$ cat src/rtl/div_pkg.sv
package div_pkg;

  // Strobes issued by the sequencer to the datapath, at most one high per cycle.
  typedef struct packed {
    logic load;    // capture operands
    logic align;   // classify operands, align divisor, seed working register
    logic step;    // one conditional-subtract step
    logic finish;  // extract quotient and remainder into output registers
  } div_strobe_t;

endpackage

$ cat src/rtl/lead_zero_count.sv
module lead_zero_count #(
  parameter int W = 32,
  localparam int CW = $clog2(W + 1)
) (
  input  logic [W-1:0]  value,
  output logic [CW-1:0] count
);

  // Scan upward so the highest set bit writes last; all-zero input yields W.
  always_comb begin
    count = CW'(W);
    for (int i = 0; i < W; i++) begin
      if (value[i]) count = CW'(W - 1 - i);
    end
  end

endmodule

$ cat src/rtl/div_datapath.sv
module div_datapath
  import div_pkg::*;
#(
  parameter int W = 32,
  localparam int CW = $clog2(W + 1),
  localparam int WW = W + 1
) (
  input  logic          clk,
  input  logic          rst_n,
  input  div_strobe_t   strobe,
  input  logic [W-1:0]  dividend,
  input  logic [W-1:0]  divisor,
  output logic [CW-1:0] shiftAmt,
  output logic          special,
  output logic [W-1:0]  quotient,
  output logic [W-1:0]  remainder
);

  logic [W-1:0]  numReg, denReg;
  logic [WW-1:0] workReg;
  logic [CW-1:0] shReg;
  logic          specFlag;
  logic [W-1:0]  specQ, specR;
  logic [W-1:0]  qReg, rReg;

  logic [CW-1:0] lzcNum, lzcDen;

  lead_zero_count #(.W(W)) u_lzcNum (.value(numReg), .count(lzcNum));
  lead_zero_count #(.W(W)) u_lzcDen (.value(denReg), .count(lzcDen));

  // Operand classification, valid in the align cycle.
  logic numZero, denZero, denAbove;
  assign numZero  = (numReg == '0);
  assign denZero  = (denReg == '0);
  assign denAbove = (denReg > numReg);
  assign special  = numZero || denZero || denAbove;
  assign shiftAmt = lzcDen - lzcNum;

  // Conditional-subtract step.
  logic          stepGeq;
  logic [W-1:0]  stepDiff;
  logic [WW-1:0] stepNext;
  assign stepGeq  = (workReg >= {1'b0, denReg});
  assign stepDiff = workReg[W-1:0] - denReg;
  assign stepNext = stepGeq ? {stepDiff, 1'b1} : {workReg[W-1:0], 1'b0};

  // Result extraction: low (s+1) bits are the quotient, the rest the remainder.
  logic [CW-1:0] stepsRun;
  logic [W-1:0]  qMask, qExt, rExt;
  assign stepsRun = shReg + CW'(1);
  assign qMask    = (W'(1) << stepsRun) - W'(1);
  assign qExt     = workReg[W-1:0] & qMask;
  assign rExt     = W'(workReg >> stepsRun);

  always_ff @(posedge clk or negedge rst_n) begin
    if (!rst_n) begin
      numReg   <= '0;
      denReg   <= '0;
      workReg  <= '0;
      shReg    <= '0;
      specFlag <= 1'b0;
      specQ    <= '0;
      specR    <= '0;
      qReg     <= '0;
      rReg     <= '0;
    end else begin
      if (strobe.load) begin
        numReg <= dividend;
        denReg <= divisor;
      end
      if (strobe.align) begin
        workReg  <= {1'b0, numReg};
        specFlag <= special;
        shReg    <= special ? '0 : shiftAmt;
        if (!special) denReg <= denReg << shiftAmt;
        if (numZero) begin
          specQ <= '0;
          specR <= '0;
        end else if (denZero) begin
          specQ <= '1;
          specR <= numReg;
        end else begin
          specQ <= '0;
          specR <= numReg;
        end
      end
      if (strobe.step) workReg <= stepNext;
      if (strobe.finish) begin
        qReg <= specFlag ? specQ : qExt;
        rReg <= specFlag ? specR : rExt;
      end
    end
  end

  assign quotient  = qReg;
  assign remainder = rReg;

  // aligned loop invariant, working value below twice the divisor.
  a_r2_step_bound: assert property (@(posedge clk) disable iff (!rst_n)
    strobe.step |-> (workReg < {denReg, 1'b0}));

  // loop remainder is below the unaligned divisor.
  a_r2_rem_bound: assert property (@(posedge clk) disable iff (!rst_n)
    (strobe.finish && !specFlag) |-> (rExt < (denReg >> shReg)));

endmodule

$ cat src/rtl/div_control.sv
module div_control
  import div_pkg::*;
#(
  parameter int W = 32,
  localparam int CW = $clog2(W + 1)
) (
  input  logic          clk,
  input  logic          rst_n,
  input  logic          start,
  input  logic          special,
  input  logic [CW-1:0] shiftAmt,
  output div_strobe_t   strobe,
  output logic          busy,
  output logic          done
);

  typedef enum logic [1:0] {S_IDLE, S_SETUP, S_STEP, S_FINISH} ctrl_state_t;

  ctrl_state_t   state;
  logic [CW-1:0] stepsLeft;

  always_comb begin
    strobe        = '0;
    strobe.load   = (state == S_IDLE) && start;
    strobe.align  = (state == S_SETUP);
    strobe.step   = (state == S_STEP);
    strobe.finish = (state == S_FINISH);
  end

  always_ff @(posedge clk or negedge rst_n) begin
    if (!rst_n) begin
      state     <= S_IDLE;
      stepsLeft <= '0;
      done      <= 1'b0;
    end else begin
      done <= (state == S_FINISH);
      case (state)
        S_IDLE:   if (start) state <= S_SETUP;
        S_SETUP: begin
          if (special) begin
            state <= S_FINISH;
          end else begin
            stepsLeft <= shiftAmt;
            state     <= S_STEP;
          end
        end
        S_STEP: begin
          if (stepsLeft == '0) state <= S_FINISH;
          else stepsLeft <= stepsLeft - CW'(1);
        end
        default:  state <= S_IDLE;
      endcase
    end
  end

  assign busy = (state != S_IDLE);

  // done lasts one cycle.
  a_r7_done_pulse: assert property (@(posedge clk) disable iff (!rst_n)
    done |=> !done);

  // done never overlaps busy.
  a_r7_done_idle: assert property (@(posedge clk) disable iff (!rst_n)
    done |-> !busy);

  // busy only rises after a request.
  a_r8_busy_from_start: assert property (@(posedge clk) disable iff (!rst_n)
    $rose(busy) |-> $past(start));

  // the loop keeps stepping while steps remain.
  a_r3_loop_continues: assert property (@(posedge clk) disable iff (!rst_n)
    (state == S_STEP && stepsLeft != '0) |=> (state == S_STEP));

endmodule

$ cat src/rtl/lead_align_divider.sv
module lead_align_divider
  import div_pkg::*;
#(
  parameter int W = 32,
  localparam int CW = $clog2(W + 1)
) (
  input  logic         clk,
  input  logic         rst_n,
  input  logic         start,
  input  logic [W-1:0] dividend,
  input  logic [W-1:0] divisor,
  output logic         busy,
  output logic         done,
  output logic [W-1:0] quotient,
  output logic [W-1:0] remainder
);

  div_strobe_t   strobe;
  logic          special;
  logic [CW-1:0] shiftAmt;

  div_control #(.W(W)) u_ctrl (
    .clk(clk), .rst_n(rst_n), .start(start), .special(special),
    .shiftAmt(shiftAmt), .strobe(strobe), .busy(busy), .done(done)
  );

  div_datapath #(.W(W)) u_dp (
    .clk(clk), .rst_n(rst_n), .strobe(strobe), .dividend(dividend),
    .divisor(divisor), .shiftAmt(shiftAmt), .special(special),
    .quotient(quotient), .remainder(remainder)
  );

endmodule

$ cat config.mk
export PLATFORM = sky130hd
export DESIGN_NAME = lead_align_divider
export DESIGN_NICKNAME = d
export VERILOG_FILES = /design/src/rtl/div_pkg.sv /design/src/rtl/lead_zero_count.sv /design/src/rtl/div_datapath.sv /design/src/rtl/div_control.sv /design/src/rtl/lead_align_divider.sv
export SDC_FILE = /design/constraint.sdc
export NUM_CORES = 1
export LEC_CHECK = 0
export ABC_AREA = 1
export ABC_CLOCK_PERIOD_IN_PS = 5650
export BUFFER_PORTS_ARGS = -buffer_cell sky130_fd_sc_hd__buf_4
export CELL_PAD_IN_SITES_DETAIL_PLACEMENT = 0
export CELL_PAD_IN_SITES_GLOBAL_PLACEMENT = 1
export CORE_MARGIN = 2
export CORE_UTILIZATION = 30
export CTS_BUF_LIST = sky130_fd_sc_hd__clkbuf_2 sky130_fd_sc_hd__clkbuf_4 sky130_fd_sc_hd__clkbuf_8
export CTS_CLUSTER_DIAMETER = 40
export CTS_CLUSTER_SIZE = 40
export DETAILED_ROUTE_END_ITERATION = 6
export PLACE_DENSITY_LB_ADDON = 0.1
export SKIP_LAST_GASP = 1
export SLEW_MARGIN = 30
export SYNTH_ARGS = -nofsm -noshare
export SYNTH_HDL_FRONTEND = slang
export SYNTH_SLANG_ARGS = --single-unit
$ cat constraint.sdc
create_clock -name clk -period 5.65 [get_ports clk]
set_input_delay 0.2825 -clock clk [delete_from_list [all_inputs] [get_ports clk]]
set_output_delay 0.2825 -clock clk [all_outputs]
set_load 0.1 [all_outputs]
Yosys cells after proc, flatten, opt, wreduce, memory -nomap -nowiden

Cells that the tools add are included.

Add/subtract/negate cells: 5
$lt $le $gt $ge: 2
Eq/ne operators: 7
Shift-type cells: 3
Muxes and demuxes: 83
Bitwise logic cells: 1
Reduce and logical (&&, ||, !) cells: 11

Operator list:

| kind                    | count |
|---|---|
| $mux W6                 | 67 |
| $mux W32                | 8 |
| $mux W33                | 3 |
| $logic_not A32 Y1       | 2 |
| $ge A33 B32 Y1          | 1 |
| $shr A33 B6 Y32         | 1 |
| $and A32 B32 Y32        | 1 |
| $gt A32 B32 Y1          | 1 |
| $shl A1 B6 Y32 const A  | 1 |
| $shl A32 B6 Y32         | 1 |
| $sub A32 B2 Y32 const B | 1 |
| $sub A32 B32 Y32        | 1 |
| $pmux W6 S2             | 1 |
| $add A6 B1 Y6 const B   | 1 |
| $logic_not A6 Y1        | 1 |
| $ne A2 B2 Y1 const B    | 3 |
| $pmux W2 S3             | 1 |
| $sub A6 B1 Y6 const B   | 1 |
| $sub A6 B6 Y6           | 1 |
| $eq A2 B2 Y1 const B    | 2 |
| $mux W2                 | 2 |
| $reduce_bool A2 Y1      | 2 |
| $reduce_and A3 Y1       | 1 |
| $eq A2 B1 Y1 const B    | 1 |
| other kinds (6)         | 7 |

Bits in registers: 241
Input bits: 67
Output and inout port bits: 66
Word-level logic and storage cells: 124

Longest topological paths before layout

Depth in word-level cells: 36
Mapped depth: 46
Gate-level depth less buffers: 44

Modules after synthesis

Synthesis repeated with hierarchy kept, for this count alone.

Cells, all modules: 2831
Area, all modules: 18119.9 µm²

Modules (own cells, without submodules):

| module          | times used | cells an instance | area an instance (µm²) | sequential area each (µm²) |
|---|---|---|---|---|
| div_datapath    | 1          | 2525              | 16539.6                | 5029.8 |
| lead_zero_count | 2          | 110               | 449.2                  | 0.0 |
| div_control     | 1          | 86                | 681.9                  | 225.2 |

Worst setup path before layout

OpenSTA, ideal clock, no wires.

Path type: flip-flop to flip-flop
Start point: register u_dp.denReg[1]
End point: register u_dp.denReg[30]
Setup time: 0.127 ns
Arrival: 3.930 ns
Required time: 5.523 ns
Slack: 1.593 ns
Cell stages (with the launch flop): 43
Path buffers: 2
Period minus slack after synthesis: 4.057 ns
Cells stage by stage: dfrtp_1 -> o21ai_0 -> nand2_1 -> nand2_1 -> nand2_1 -> nand2_1 -> nand2_1 -> nand2_1 -> nand2_1 -> nand2_1 -> nand2_1 -> nand2_1 -> nand2_1 -> nand2_1 -> nand2_1 -> nand2_1 -> nand2_1 -> nand2_1 -> [... 7 more ...] -> nand2_1 -> nand2_1 -> nand2_1 -> nand2_1 -> nand2_1 -> nand2_1 -> ha_1 -> fa_1 -> inv_1 -> clkbuf_1 -> clkbuf_1 -> nor3_1 -> o21ai_0 -> o21ai_0 -> o21ai_0 -> o21ai_0 -> a21oi_1 -> o22ai_1

Cells in the longest elaborated chain, start to end: 35
Elaborated cells between the ends (all ways): 39
Classes of those cells: add/sub (1); order compare (1); shift (1); mux (33); reduce/logical (3)

RTL lines:

| item                     | line                  | text |
|---|---|---|
| start: declaration       | div_datapath.sv:19    | `logic [W-1:0] numReg, denReg;` |
| start signal: assignment | div_datapath.sv:69    | `denReg <= divisor;` |
| start signal: assignment | div_datapath.sv:75    | `if (!special) denReg <= denReg << shiftAmt;` |
| $mux W6 (31 in a row)    | lead_zero_count.sv:13 | `if (value[i]) count = CW'(W - 1 - i);` |
| $sub A6 B6 Y6            | div_datapath.sv:37    | `assign shiftAmt = lzcDen - lzcNum;` |
| $shl A32 B6 Y32          | div_datapath.sv:75    |  |
| $mux W32 (*)             | div_datapath.sv:75    |  |
| $mux W32 (*)             | div_datapath.sv:71    | `if (strobe.align) begin` |

Mark *: on every way between the ends. The rest lies on a longest branch, timed or not.
A chain may end at the register's enable or synchronous reset.

Worst setup path after layout

Start point: register u_dp.denReg[0]
End point: register u_dp.denReg[24]

Cells in the longest elaborated chain, start to end: 36
Elaborated cells between the ends (all ways): 40
Classes of those cells: add/sub (1); order compare (1); shift (1); mux (34); reduce/logical (3)

RTL lines:

| item                  | line |
|---|---|
| $mux W6 (32 in a row) | lead_zero_count.sv:13 |
| $sub A6 B6 Y6         | div_datapath.sv:37 |
| $shl A32 B6 Y32       | div_datapath.sv:75 |
| $mux W32 (*)          | div_datapath.sv:75 |
| $mux W32 (*)          | div_datapath.sv:71 |

Marks and branches as above.

==> out/results.tsv <==
stage	metric	value	unit
yosys	Cells after Synth	2382	
placement	count of placed standard cells including taps	3118	
placement	HPWL after DPL	57400	um
worst_setup_path	startpoint type of the worst setup path	flip-flop	
yosys	main flop type after synthesis	dfrtp_1	
worst_setup_path	maximum single-stage delay on the critical path	640	ps
worst_setup_path	critical register-to-register path endpoint	u_dp.denReg[24]	
placement	number of buffers inserted by port buffering	132	
sta	Setup TNS Final	0	ps
cts	TritonCTS clock tree	yes	
route	detailed-route vias per instance	5.25	
finish	FF+latch area	0.00526	sq mm
min_path	Hold Crit Class	in -> async	
cts	TritonCTS buffer count	51	
sta	period utilization	0.906	
sta	number of max-slew violations in the final report	0	
yosys	post-synthesis register bit count	210	
worst_setup_path	Worst Setup End Kind	flip-flop	
global_route	first-pass GRT wire length	109000	um
cts	number of H-tree branching levels	2	
worst_setup_path	worst reg-to-reg setup slack	530	ps
floorplan	full die area	0.0562	sq mm
route	wire length per cell	22.6	um
floorplan	die span in y	237	um
floorplan	number of top-level pins	133	
global_route	number of global-route vias before repair	16600	
sta	RSZ-0062 raised after global routing	no	
global_route	total global routing track utilization	0.259	
yosys	average footprint of a synthesized cell	6.84	sq um
placement	worst setup slack after placement	491	ps
route	final WL	73800	um
cts	clock tree root buffer cell	clkbuf_8	
cts	maximum count of clock buffers along a single path	3	
yosys	cell area after synthesis	0.0163	sq mm
finish	area taken by multi-input logic gates	0.00964	sq mm
placement	Placer Congestion	0.969	
worst_setup_path	number of buffer and inverter stages on the critical path	2	
yosys	share of synthesized flip-flops with an asynchronous set or reset	1.00	
sta	Hold Violations, Final	0	
floorplan	effective utilization at floorplan	0.303	
floorplan	Placement Rows	85	
job	number of max-cap violations	0	
cts	Clock Pin Slew Worst Setup and Hold Paths	60	ps
sta	final setup slack of the worst path	529	ps
worst_setup_path	cell with the biggest individual delay on the critical path	ha_1	
worst_setup_path	maximum fanout encountered on the critical timing path	27	
sta	final setup vio count	0	
sta	Fmax achieved	195	MHz
finish	fin nets	2682	
route	via total after detailed routing	17200	
route	count of antenna-violating nets left after detailed routing	0	
worst_setup_path	cell class contributing the biggest share of worst-path delay	compound AO/OA/AOI/OAI gates	
worst_setup_path	startpoint-to-endpoint class of the critical path	reg -> reg	
worst_setup_path	Data arrival, critical path	5680	ps
finish	area growth from synthesis to layout	21.6	%
worst_setup_path	launch point of the worst reg-to-reg path	u_dp.denReg[0]	
worst_setup_path	R2R cell count	40	
yosys	number of synthesized flops with an enable pin	0	
global_route	antenna violations before repair	0	
sta	headroom to the max-slew limit	0.379	
route	initial drt markers	1358	
sta	Least-Margin Pin Slew	930	ps
global_route	gr ovfl total	0	
cts	CTS Sinks	210	
floorplan	area of the core region	0.0538	sq mm
worst_setup_path	cell repeated most along the worst path	nand2_1	
finish	fraction of final layout cells sized beyond drive strength 1	0.122	
route	number of design rule violations left after detail routing	0	
finish	fill cell total of the finished layout	5830	
yosys	post-synth net total	2532	
yosys	sequential-to-total area share from yosys stat	0.322	
global_route	pin count of the biggest net entering global routing	109	
outcome	run status	complete, no violations	
route	router iterations before antenna repair	5	
worst_setup_path	critical path data required time	6210	ps
yosys	post-synthesis cell type count	63	
floorplan	Die Wd	237	um
cts	clock insertion delay at the later pin of the skew report	670	ps
sta	Worst Clk Skew	62.6	ps
sta	Final Critical Period	5120	ps
yosys	number of warnings printed during yosys synthesis	0	
finish	final non-filler cell total	3271	
[sequential cells by signal, indices dropped and copies added, names as in the netlist]
signal and count:
u_ctrl.done 1, u_ctrl.state 2, u_ctrl.stepsLeft 6, u_dp.denReg 32, u_dp.numReg 32, u_dp.quotient 32, u_dp.remainder 32, u_dp.shReg 6
u_dp.specFlag 1, u_dp.specQ 1, u_dp.specR 32, u_dp.workReg 33
[stage by stage]
stage	hold WS, ps	utilization	cell area, sq um
finish	47.3	0.368	19800
CTS	0.435	0.368	19800
global placement	404	0.335	18000
floorplan	-13.1	-	16300
global route	42.9	0.368	19800
detailed placement	402	0.335	18000
[metal layers]
| layer | vias up | GRT usage | wire length, um | part of all wire |
|---|---|---|---|---|
| li1 | 8359 | - | - | - |
| met3 | 113 | 0.0303 | 3040 | 0.041 |
| met4 | 0 | 0.101 | 2780 | 0.038 |
| met1 | 8233 | 0.348 | 33700 | 0.46 |
| met5 | - | 0 | 0 | 0 |
| met2 | 476 | 0.424 | 34300 | 0.46 |
[cells in the final DEF, fill, tap and decap left out, types with 9 or more instances in the layout]
cell,netlist,layout
dlygate4sd3_1,0,56
mux2i_1,40,40
a21oi_1,225,224
xnor2_1,19,18
inv_1,240,239
o21ai_0,328,328
o211ai_1,25,25
nor2_1,234,233
o22ai_1,12,12
nand4_1,36,36
ha_1,81,80
buf_4,0,165
clkinv_2,0,13
nor3_1,36,36
nand2_1,506,505
nand3_1,68,68
clkbuf_8,0,56
xor2_1,21,20
dfrtp_1,210,210
or2_2,9,9
inv_2,9,9
a22oi_1,32,32
[synthesized netlist by cell type, drive strengths merged, types with 5 or more instances]
cell / instances / area [sq um]
or2: 9 / 56.3
a22oi: 32 / 240
nor3: 38 / 206
a221oi: 5 / 43.8
o22ai: 12 / 75.1
o211ai: 25 / 188
o2111ai: 8 / 70.1
buf: 27 / 119
clkbuf: 101 / 379
nand4: 36 / 225
a32oi: 7 / 61.3
nor2: 245 / 962
nand3: 69 / 358
a21oi: 225 / 1130
o21ai: 336 / 1680
o21a: 5 / 37.5
inv: 250 / 941
a31oi: 8 / 50.1
nand2: 514 / 1960
xor2: 22 / 211
xnor2: 19 / 166
ha: 81 / 1010
dfrtp: 210 / 5260
nor4: 7 / 43.8
mux2i: 40 / 400
[kinds of logic after synthesis]
logic type,count (synthesis),share of synthesized area
adders and majority gates,83,0.0646
buffers and inverters,382,0.0892
and+or+nand+nor,921,0.235
muxes,41,0.0253
xor gates and xnor gates,41,0.0232
AOI/OAI and AO/OA,704,0.240
DFF,210,0.322
[worst max-delay path by stage]
stage | end | start | slack [ps] | depth (start not counted)
floorplan | u_dp.denReg[30] | u_dp.denReg[1] | 1590 | 42
global placement | u_dp.denReg[24] | u_dp.denReg[1] | 350 | 39
detailed placement | u_dp.denReg[24] | u_dp.denReg[0] | 490 | 40
CTS | u_dp.denReg[24] | u_dp.denReg[0] | 510 | 40
global route | u_dp.denReg[24] | u_dp.denReg[0] | 20 | 40
finish | u_dp.denReg[24] | u_dp.denReg[0] | 530 | 40
[layout make-up]
cell class	count	area share
clock buffer	60	0.0404
tap	696	0.0439
timing repair buffer	225	0.0949
antenna	3	0.000379
sequential	210	0.265
multi-input combinational	1790	0.486
inverter	254	0.0484
clock inverter	33	0.0208
[repair_timing]
action | in CTS | in global routing
gates resized for setup | 0 | 1
setup endpoints to repair | 0 | 4
hold buffers | 56 | 0
setup buffers | 0 | 0
endpoints found under the hold margin | 157 | 0
Power is not shown: default switching activity piles up to over one toggle a cycle in this logic, so the estimate is an artifact.
